**config.mk**
```make
export PLATFORM = sky130hd
export DESIGN_NAME = rsp_compare
export DESIGN_NICKNAME = d
export VERILOG_FILES = /design/src/rtl/rsp_seq.sv /design/src/rtl/rsp_slot.sv /design/src/rtl/rsp_compare.sv
export SDC_FILE = /design/constraint.sdc
export NUM_CORES = 1
export LEC_CHECK = 0
export BUFFER_PORTS_ARGS = -buffer_cell sky130_fd_sc_hd__clkbuf_2
export CAP_MARGIN = 10
export CORE_MARGIN = 2
export CORE_UTILIZATION = 55
export CTS_CLUSTER_DIAMETER = 50
export DETAILED_ROUTE_END_ITERATION = 8
export PLACE_DENSITY = 0.89
export SLEW_MARGIN = 5
export SYNTH_ARGS = -nofsm -noshare
export SYNTH_HDL_FRONTEND = slang
export SYNTH_HIERARCHICAL = 1
export SYNTH_SLANG_ARGS = --single-unit
```
**constraint.sdc**
```tcl
create_clock -name clk -period 3 [get_ports clk]
set_input_delay 0.3 -clock clk [delete_from_list [all_inputs] [get_ports clk]]
set_output_delay 0.3 -clock clk [all_outputs]
set_load 0.01 [all_outputs]
```
**src/rtl/rsp_seq.sv**
```systemverilog
module rsp_seq #(
   parameter int SLOTS = 4,
   parameter int TW    = 4
) (
   input  logic             clk,
   input  logic             rst_n,
   input  logic             start_i,
   input  logic [TW-1:0]    acc_i,
   output logic [SLOTS-1:0] stb_o,
   output logic             busy_o,
   output logic             fin_o
);
   localparam int IW = (SLOTS > 2) ? $clog2(SLOTS) : 1;
   localparam logic [IW-1:0] LAST = IW'(SLOTS - 1);

   logic          busy_q, fin_q;
   logic [IW-1:0] idx_q;
   logic [TW-1:0] cnt_q, per_q, per_eff;
   logic          go, fire;

   assign per_eff = (acc_i == '0) ? TW'(1) : acc_i;
   assign go      = start_i && !busy_q;
   assign fire    = busy_q && (cnt_q == '0);

   assign stb_o[0] = go;
   for (genvar k = 1; k < SLOTS; k++) begin : g_stb
      assign stb_o[k] = fire && (idx_q == IW'(k));
   end

   always_ff @(posedge clk or negedge rst_n) begin
      if (!rst_n) begin
         busy_q <= 1'b0;
         fin_q  <= 1'b0;
         idx_q  <= '0;
         cnt_q  <= '0;
         per_q  <= '0;
      end else begin
         fin_q <= fire && (idx_q == LAST);
         if (go) begin
            busy_q <= 1'b1;
            idx_q  <= IW'(1);
            cnt_q  <= per_eff - TW'(1);
            per_q  <= per_eff;
         end else if (fire) begin
            if (idx_q == LAST) begin
               busy_q <= 1'b0;
            end else begin
               idx_q <= idx_q + IW'(1);
               cnt_q <= per_q - TW'(1);
            end
         end else if (busy_q) begin
            cnt_q <= cnt_q - TW'(1);
         end
      end
   end

   assign busy_o = busy_q;
   assign fin_o  = fin_q;
endmodule

```
**src/rtl/rsp_slot.sv**
```systemverilog
module rsp_slot #(
   parameter int DW = 16
) (
   input  logic          clk,
   input  logic          rst_n,
   input  logic          stb_i,
   input  logic [DW-1:0] din_i,
   input  logic [DW-1:0] ref_i,
   input  logic [DW-1:0] mask_i,
   output logic          miss_o
);
   logic [DW-1:0] cap_q;

   always_ff @(posedge clk or negedge rst_n) begin
      if (!rst_n)     cap_q <= '0;
      else if (stb_i) cap_q <= din_i;
   end

   assign miss_o = |((cap_q ^ ref_i) & ~mask_i);
endmodule

```
**src/rtl/rsp_compare.sv**
```systemverilog
module rsp_compare #(
   parameter int DW    = 16,
   parameter int SLOTS = 4,
   parameter int TW    = 4
) (
   input  logic                clk,
   input  logic                rst_n,
   input  logic                start_i,
   input  logic [TW-1:0]       acc_time_i,
   input  logic                mask_we_i,
   input  logic [DW-1:0]       mask_d_i,
   input  logic [DW-1:0]       rd_data_i,
   input  logic [SLOTS*DW-1:0] ref_i,
   input  logic                clr_i,
   output logic [SLOTS-1:0]    cap_stb_o,
   output logic                busy_o,
   output logic                done_o,
   output logic [SLOTS-1:0]    fail_vec_o,
   output logic                sticky_o
);
   if (SLOTS < 2) begin : g_bad_slots
      $error("rsp_compare: SLOTS must be at least 2");
   end
   if (DW < 1 || TW < 1) begin : g_bad_width
      $error("rsp_compare: DW and TW must be positive");
   end

   logic [DW-1:0]    mask_q;
   logic [SLOTS-1:0] miss, fvec_q;
   logic             fin, done_q, sticky_q;

   rsp_seq #(.SLOTS(SLOTS), .TW(TW)) u_seq (
      .clk(clk), .rst_n(rst_n), .start_i(start_i), .acc_i(acc_time_i),
      .stb_o(cap_stb_o), .busy_o(busy_o), .fin_o(fin)
   );

   for (genvar i = 0; i < SLOTS; i++) begin : g_slot
      rsp_slot #(.DW(DW)) u_slot (
         .clk(clk), .rst_n(rst_n), .stb_i(cap_stb_o[i]), .din_i(rd_data_i),
         .ref_i(ref_i[i*DW +: DW]), .mask_i(mask_q), .miss_o(miss[i])
      );
   end

   always_ff @(posedge clk or negedge rst_n) begin
      if (!rst_n) begin
         mask_q   <= '0;
         done_q   <= 1'b0;
         fvec_q   <= '0;
         sticky_q <= 1'b0;
      end else begin
         if (mask_we_i) mask_q <= mask_d_i;
         done_q <= fin;
         if (fin) fvec_q <= miss;
         sticky_q <= (sticky_q && !clr_i) || (fin && (|miss));
      end
   end

   assign done_o     = done_q;
   assign fail_vec_o = fvec_q;
   assign sticky_o   = sticky_q;
endmodule

```
==> flow_summary.json, run 1 <==
{
  "max_freq_mhz": 370.1,
  "yosys_register_bits": 98,
  "wire_per_inst_um": 19.26,
  "routed_wl_um": 11400,
  "start_util": 0.5588,
  "syn_inst": 361,
  "post_dp_cell_area_um2": 5410,
  "synth.top_cell.area_share": 0.5107,
  "synth_commonest_cells": "98 x dfrtp_1, 76 x mux2_2, 66 x xnor2_1, 32 x o22ai_1, 12 x nand2_1",
  "track_usage": 0.2508,
  "p_per_area_nw_per_um2": 838.4,
  "grt_remaining_overflow": 0,
  "cp-start-kind": "flop",
  "h-tree-depth": 3,
  "synthesis.nets": 470,
  "async_flop_share": 1.000,
  "grt_setup_unrepaired": "no",
  "fin_ws_ns": 0.2981,
  "cts.sinks": 98,
  "swShare": 0.3186,
  "die_h_um": 97.44,
  "cts_tree": "done",
  "drv_cap": 0,
  "dr.pass1.iters": 4,
  "cp_max_fo": 17,
  "avgSynthCellArea_um2": 13.30,
  "ctsResizeCount": 0,
  "cp-end-kind": "output pin",
  "root_buffer": "clkbuf_8",
  "p_leak_nw": 2.591,
  "cp_cell_sequence": "nor3_1, and3_1, clkbuf_2",
  "worstPathArrival_ns": 2.40,
  "core_area_um2": 8593,
  "drive_gt1_frac": 0.4607,
  "antenna_left": 0,
  "drtIter0Drc": 126,
  "crit_type": "reg -> out",
  "worst_pin_slew_ns": 0.9730,
  "hold_violations": 0,
  "combinationalPowerShare": 0.348,
  "fp-row-count": 34,
  "port_buffers": 115,
  "finalNetCount": 590,
  "slew_headroom": 0.3514,
  "grt_max_degree": 56,
  "ir_drop_mv": 0.4331,
  "post-cts-setup-buffer-count": 0,
  "holdCritPathClass": "in -> reg",
  "crit_required_ns": 2.70,
  "insertion_delay_ns": 0.36,
  "grt_pass1_wl_um": 18630,
  "grt_antenna_before_repair": 0,
  "synthToLayoutAreaGrowth_pct": 16.70,
  "setup_viol_count_final": 0,
  "cts.path.max_buffers": 2,
  "viasPerCell": 5.676,
  "die_x_um": 97.44,
  "period_minus_slack_ns": 2.702,
  "yosys_warnings": 6,
  "synth.area.top_cells": "dfrtp_1 51%, mux2_2 18%, xnor2_1 12%, o22ai_1 4.2%, mux2_4 3.1%",
  "drc": 0,
  "drv_slew": 0,
  "cts-buffers-inserted": 9,
  "die_area_um2": 9495,
  "post-place-ws_ns": 0.7447,
  "setup_tns_ns": 0,
  "synth_edf_count": 0,
  "num_vias": 3360,
  "detailed_place_hpwl_um": 8629,
  "p_sw_mw": 1.497,
  "status": "complete, no violations",
  "power.internal_mw": 3.201,
  "yosysTopAreaCell": "dfrtp_1",
  "synth.yosys.seq_area_share": 0.5107,
  "slowest_stage": "and3_1",
  "finClkSkew_ns": 0.008178,
  "fin_crit_sh": 0.9006,
  "gp_congestion": 0.8827,
  "yosysMostFrequentCell": "dfrtp_1",
  "synth_cell_type_count": 37,
  "synth.cell_area_um2": 4802,
  "ioPinCount": 116,
  "ys.flop_type": "dfrtp_1",
  "p_seq_frac": 0.477,
  "antenna-diode-count": 0,
  "fin_area_um2": 5604,
  "clkTransAtPathRegs_ns": 0.08,
  "grt_pass1_vias": 3630,
  "slowest_delay_ns": 0.88,
  "p_clk_frac": 0.176
}
[sequential cells by signal (all words and copies together) (netlist names)]
register             count
g_slot.u_slot/cap_q     64
u_seq/idx_q              2
mask_q                  16
sticky_o                 1
u_seq/per_q              4
fail_vec_o               4
u_seq/fin_o              1
u_seq/cnt_q              4
done_o                   1
u_seq/busy_o             1
[logic make-up after synthesis]
group                    count (synthesis)  share of synthesized area
flip-flops                              98                     0.5107
multiplexers                            89                     0.2157
XOR/XNOR                                66                     0.1204
AND/OR/NAND/NOR                         46                    0.05237
AO/OA/AOI/OAI                           41                    0.05680
buffers and inverters                   17                    0.03361
adder cells (fa/ha/maj)                  4                    0.01042
[cell type report]
cell class / count / area, µm²
clock buffer: 12 / 145.1
clock inverter: 2 / 38.79
fill: 657 / 2989
inverter: 5 / 18.77
multi-input combinational: 246 / 2188
sequential: 98 / 2452
tap: 108 / 135.1
timing repair buffer: 121 / 625.6
[layer usage]
metal / GRT usage / routed length, µm / vias up
li1: - / - / 1529
met1: 0.3292 / 4863 / 1697
met2: 0.4249 / 5690 / 119
met3: 0.05899 / 679 / 15
met4: 0.05983 / 169 / 0
met5: 0 / 0 / -
[cell usage in the layout (no fill, tap or decap), drive strengths merged, types with 2 or more instances in the layout]
cell | netlist | layout
nor2b | 2 | 2
inv | 5 | 5
mux2 | 86 | 86
buf | 11 | 6
nand2 | 12 | 12
nor2 | 6 | 6
nor3 | 4 | 4
o22ai | 32 | 32
dfrtp | 98 | 98
nor4 | 8 | 8
clkbuf | 1 | 126
ha | 4 | 4
xnor2 | 66 | 66
mux2i | 3 | 3
and3 | 4 | 4
[worst max-delay path: cells and delay by family (launching register included)]
kind	cells	cell delay [ns]
and+or+nand+nor	2	1.33
buffers and inverters	1	0.28
DFF	1	0.44
[per-stage QoR]
step                hold WS, ns  std cells  power [mW]  utilization
global placement         0.3756        577       3.756       0.6296
CTS                      0.1179        592       4.715       0.6522
detailed placement       0.3842        577       3.883       0.6296
floorplan              0.004409        361       3.399            -
finish                   0.1234        592       4.698       0.6522
global route             0.1217        592       4.995       0.6522
[final timing paths]
path / slack [ns] / cells after the start / start / end
max: 0.30 / 3 / u_seq/cnt_q[0] / cap_stb_o[1]
min: 0.12 / 2 / clr_i / sticky_o
min reg2reg: 0.49 / 1 / u_seq/per_q[1] / u_seq/per_q[1]
max reg2reg: 0.69 / 3 / u_seq/cnt_q[0] / g_slot[1].u_slot/cap_q[3]
min in group asynchronous: 0.51 / 2 / rst_n / mask_q[1]
max in group asynchronous: 1.66 / 3 / rst_n / u_seq/cnt_q[2]
[power groups by stage]
stage	Clock [mW]	Sequential, mW	Combinational [mW]
floorplan	0	2.16	1.23
global placement	0	2.22	1.53
detailed placement	0	2.26	1.62
CTS	0.841	2.24	1.64
global route	0.902	2.31	1.79
finish	0.826	2.24	1.63
[what timing repair did]
action | in CTS | in global routing
setup endpoints to repair | 0 | 0
endpoints found under the hold margin | 7 | 0
hold buffers | 1 | 0
Note: power is estimated with default switching activity, not from simulation.
==> run 2: changes to the inputs <==
CORE_UTILIZATION = 35   (was 55)
PLACE_DENSITY = 0.63   (was 0.89)
==> flow_summary.json, run 2 (synthesis gave the netlist of run 1 again) <==
{
  "cts-buffers-inserted": 9,
  "worst_pin_slew_ns": 0.9203,
  "synthToLayoutAreaGrowth_pct": 20.64,
  "min_to": "sticky_o",
  "detailed_place_hpwl_um": 8832,
  "largest_reg_flops": 64,
  "root_buffer": "clkbuf_16",
  "slew_headroom": 0.3865,
  "swShare": 0.3098,
  "grt_antenna_before_repair": 0,
  "h-tree-depth": 3,
  "cp_max_fo": 17,
  "finalNetCount": 589,
  "fin_cells": 661,
  "max_freq_mhz": 376.8,
  "routed_wl_um": 11700,
  "cp-start-kind": "flop",
  "num_vias": 3219,
  "die_h_um": 121.1,
  "antenna-diode-count": 0,
  "rrSetupSlack_ns": 0.73,
  "status": "complete, no violations",
  "cts_tree": "done",
  "reg2reg_to": "g_slot[2].u_slot/cap_q[2]",
  "p_per_area_nw_per_um2": 861.8,
  "drv_slew": 0,
  "layout_commonest_cell": "clkbuf_2",
  "grt_remaining_overflow": 0,
  "grt_pass1_vias": 3453,
  "antenna_left": 0,
  "power.internal_mw": 3.446,
  "hold_violations": 0,
  "die_x_um": 121.1,
  "drtIter0Drc": 78,
  "die_area_um2": 14670,
  "crit_required_ns": 2.70,
  "p_seq_frac": 0.446,
  "p_sw_mw": 1.547,
  "gp_congestion": 0.8513,
  "dr.pass1.iters": 4,
  "post-cts-setup-buffer-count": 0,
  "start_util": 0.3612,
  "rr_worst_depth": 3,
  "fp-row-count": 42,
  "viasPerCell": 4.870,
  "port_buffers": 115,
  "cp-end-kind": "output pin",
  "power_mw": 4.993,
  "timing.rr.start": "u_seq/busy_o",
  "p_clk_frac": 0.231,
  "reg_top3": "g_slot.u_slot/cap_q: 64 flops, mask_q: 16 flops",
  "core_area_um2": 13300,
  "finClkSkew_ns": 0.006439,
  "ctsResizeCount": 0,
  "fin_crit_sh": 0.8847,
  "worstHoldPathCells": 2,
  "utilization": 0.4357,
  "drive_gt1_frac": 0.4639,
  "wire_per_inst_um": 17.70,
  "layout_common_cells": "114 x clkbuf_2, 98 x dfrtp_1, 76 x mux2_2",
  "worstPathArrival_ns": 2.35,
  "ioPinCount": 116,
  "p_leak_nw": 2.628,
  "drv_cap": 0,
  "drc": 0,
  "setup_tns_ns": 0,
  "cts.path.max_buffers": 2,
  "grt_setup_unrepaired": "no",
  "clkTransAtPathRegs_ns": 0.07,
  "combinationalPowerShare": 0.322,
  "min-delay-start": "clr_i",
  "track_usage": 0.1684,
  "grt_max_degree": 41,
  "regMostFlops": "g_slot.u_slot/cap_q",
  "crit_type": "reg -> out",
  "grt_pass1_wl_um": 18290,
  "period_minus_slack_ns": 2.654,
  "insertion_delay_ns": 0.35,
  "cts.sinks": 98,
  "holdCritPathClass": "in -> reg",
  "place_inst": 644,
  "ir_drop_mv": 0.3636,
  "setup_viol_count_final": 0
}
==> run 2: cell types whose count changed in the layout (fill, tap and decap cells not counted) <==
cell and change:
buf_4 -1, clkbuf_1 -1, clkbuf_16 +9, clkbuf_8 -10, clkinv_2 +1, clkinv_4 -1, clkinvlp_4 +3, inv_6 +1
==> run 2: area by class of cell <==
type,count,area (µm²)
clock buffer,10,229.0
clock inverter,6,66.31
fill,1248,7502
inverter,5,18.77
multi-input combinational,246,2188
sequential,98,2452
tap,176,220.2
timing repair buffer,120,618.1
==> run 2: worst max path at each step <==
stage,start,endpoint,slack (ns)
6_report,u_seq/busy_o,cap_stb_o[2],0.35
5_1_grt,u_seq/cnt_q[0],cap_stb_o[2],0.15
4_1_cts,u_seq/cnt_q[0],cap_stb_o[2],0.34
3_5_place_dp,u_seq/cnt_q[0],cap_stb_o[2],0.73
3_3_place_gp,u_seq/cnt_q[0],cap_stb_o[2],0.82
2_1_floorplan,u_seq/busy_o,u_seq/cnt_q[2],1.06
==> run 2: routing by layer <==
layer / part of all wire / global-route usage / up-vias
met4: 0.017 / 0.05388 / 0
met3: 0.056 / 0.04276 / 16
met1: 0.43 / 0.2115 / 1573
li1: - / - / 1531
met5: 0 / 0 / -
met2: 0.49 / 0.2844 / 99
==> run 2: worst max-delay path, stage by stage (launching register included) <==
cell      delay (ns)
dfrtp_1         0.47
nor2b_1         0.42
and3_1          0.85
clkbuf_2        0.27
==> run 2: what timing repair did <==
| item | CTS | global route |
|---|---|---|
| endpoints found under the setup margin | 0 | 0 |
| hold buffers | 1 | 0 |
| endpoints found under the hold margin | 38 | 0 |
==> run 2: through the flow <==
stage	hold WS [ns]	setup slack, ns	area, µm²
5_1_grt	0.1540	0.1458	5793
4_1_cts	0.1502	0.3368	5793
6_report	0.1596	0.3459	5793
3_5_place_dp	0.3081	0.7272	5488
2_1_floorplan	0.004409	1.059	4802
3_3_place_gp	0.3112	0.8165	5488
==> run 2: power groups by stage <==
stage / Sequential (mW) / Clock [mW] / Combinational [mW]
2_1_floorplan: 2.16 / 0 / 1.23
3_3_place_gp: 2.24 / 0 / 1.58
3_5_place_dp: 2.26 / 0 / 1.62
4_1_cts: 2.24 / 1.19 / 1.63
5_1_grt: 2.30 / 1.24 / 1.76
6_report: 2.23 / 1.16 / 1.61
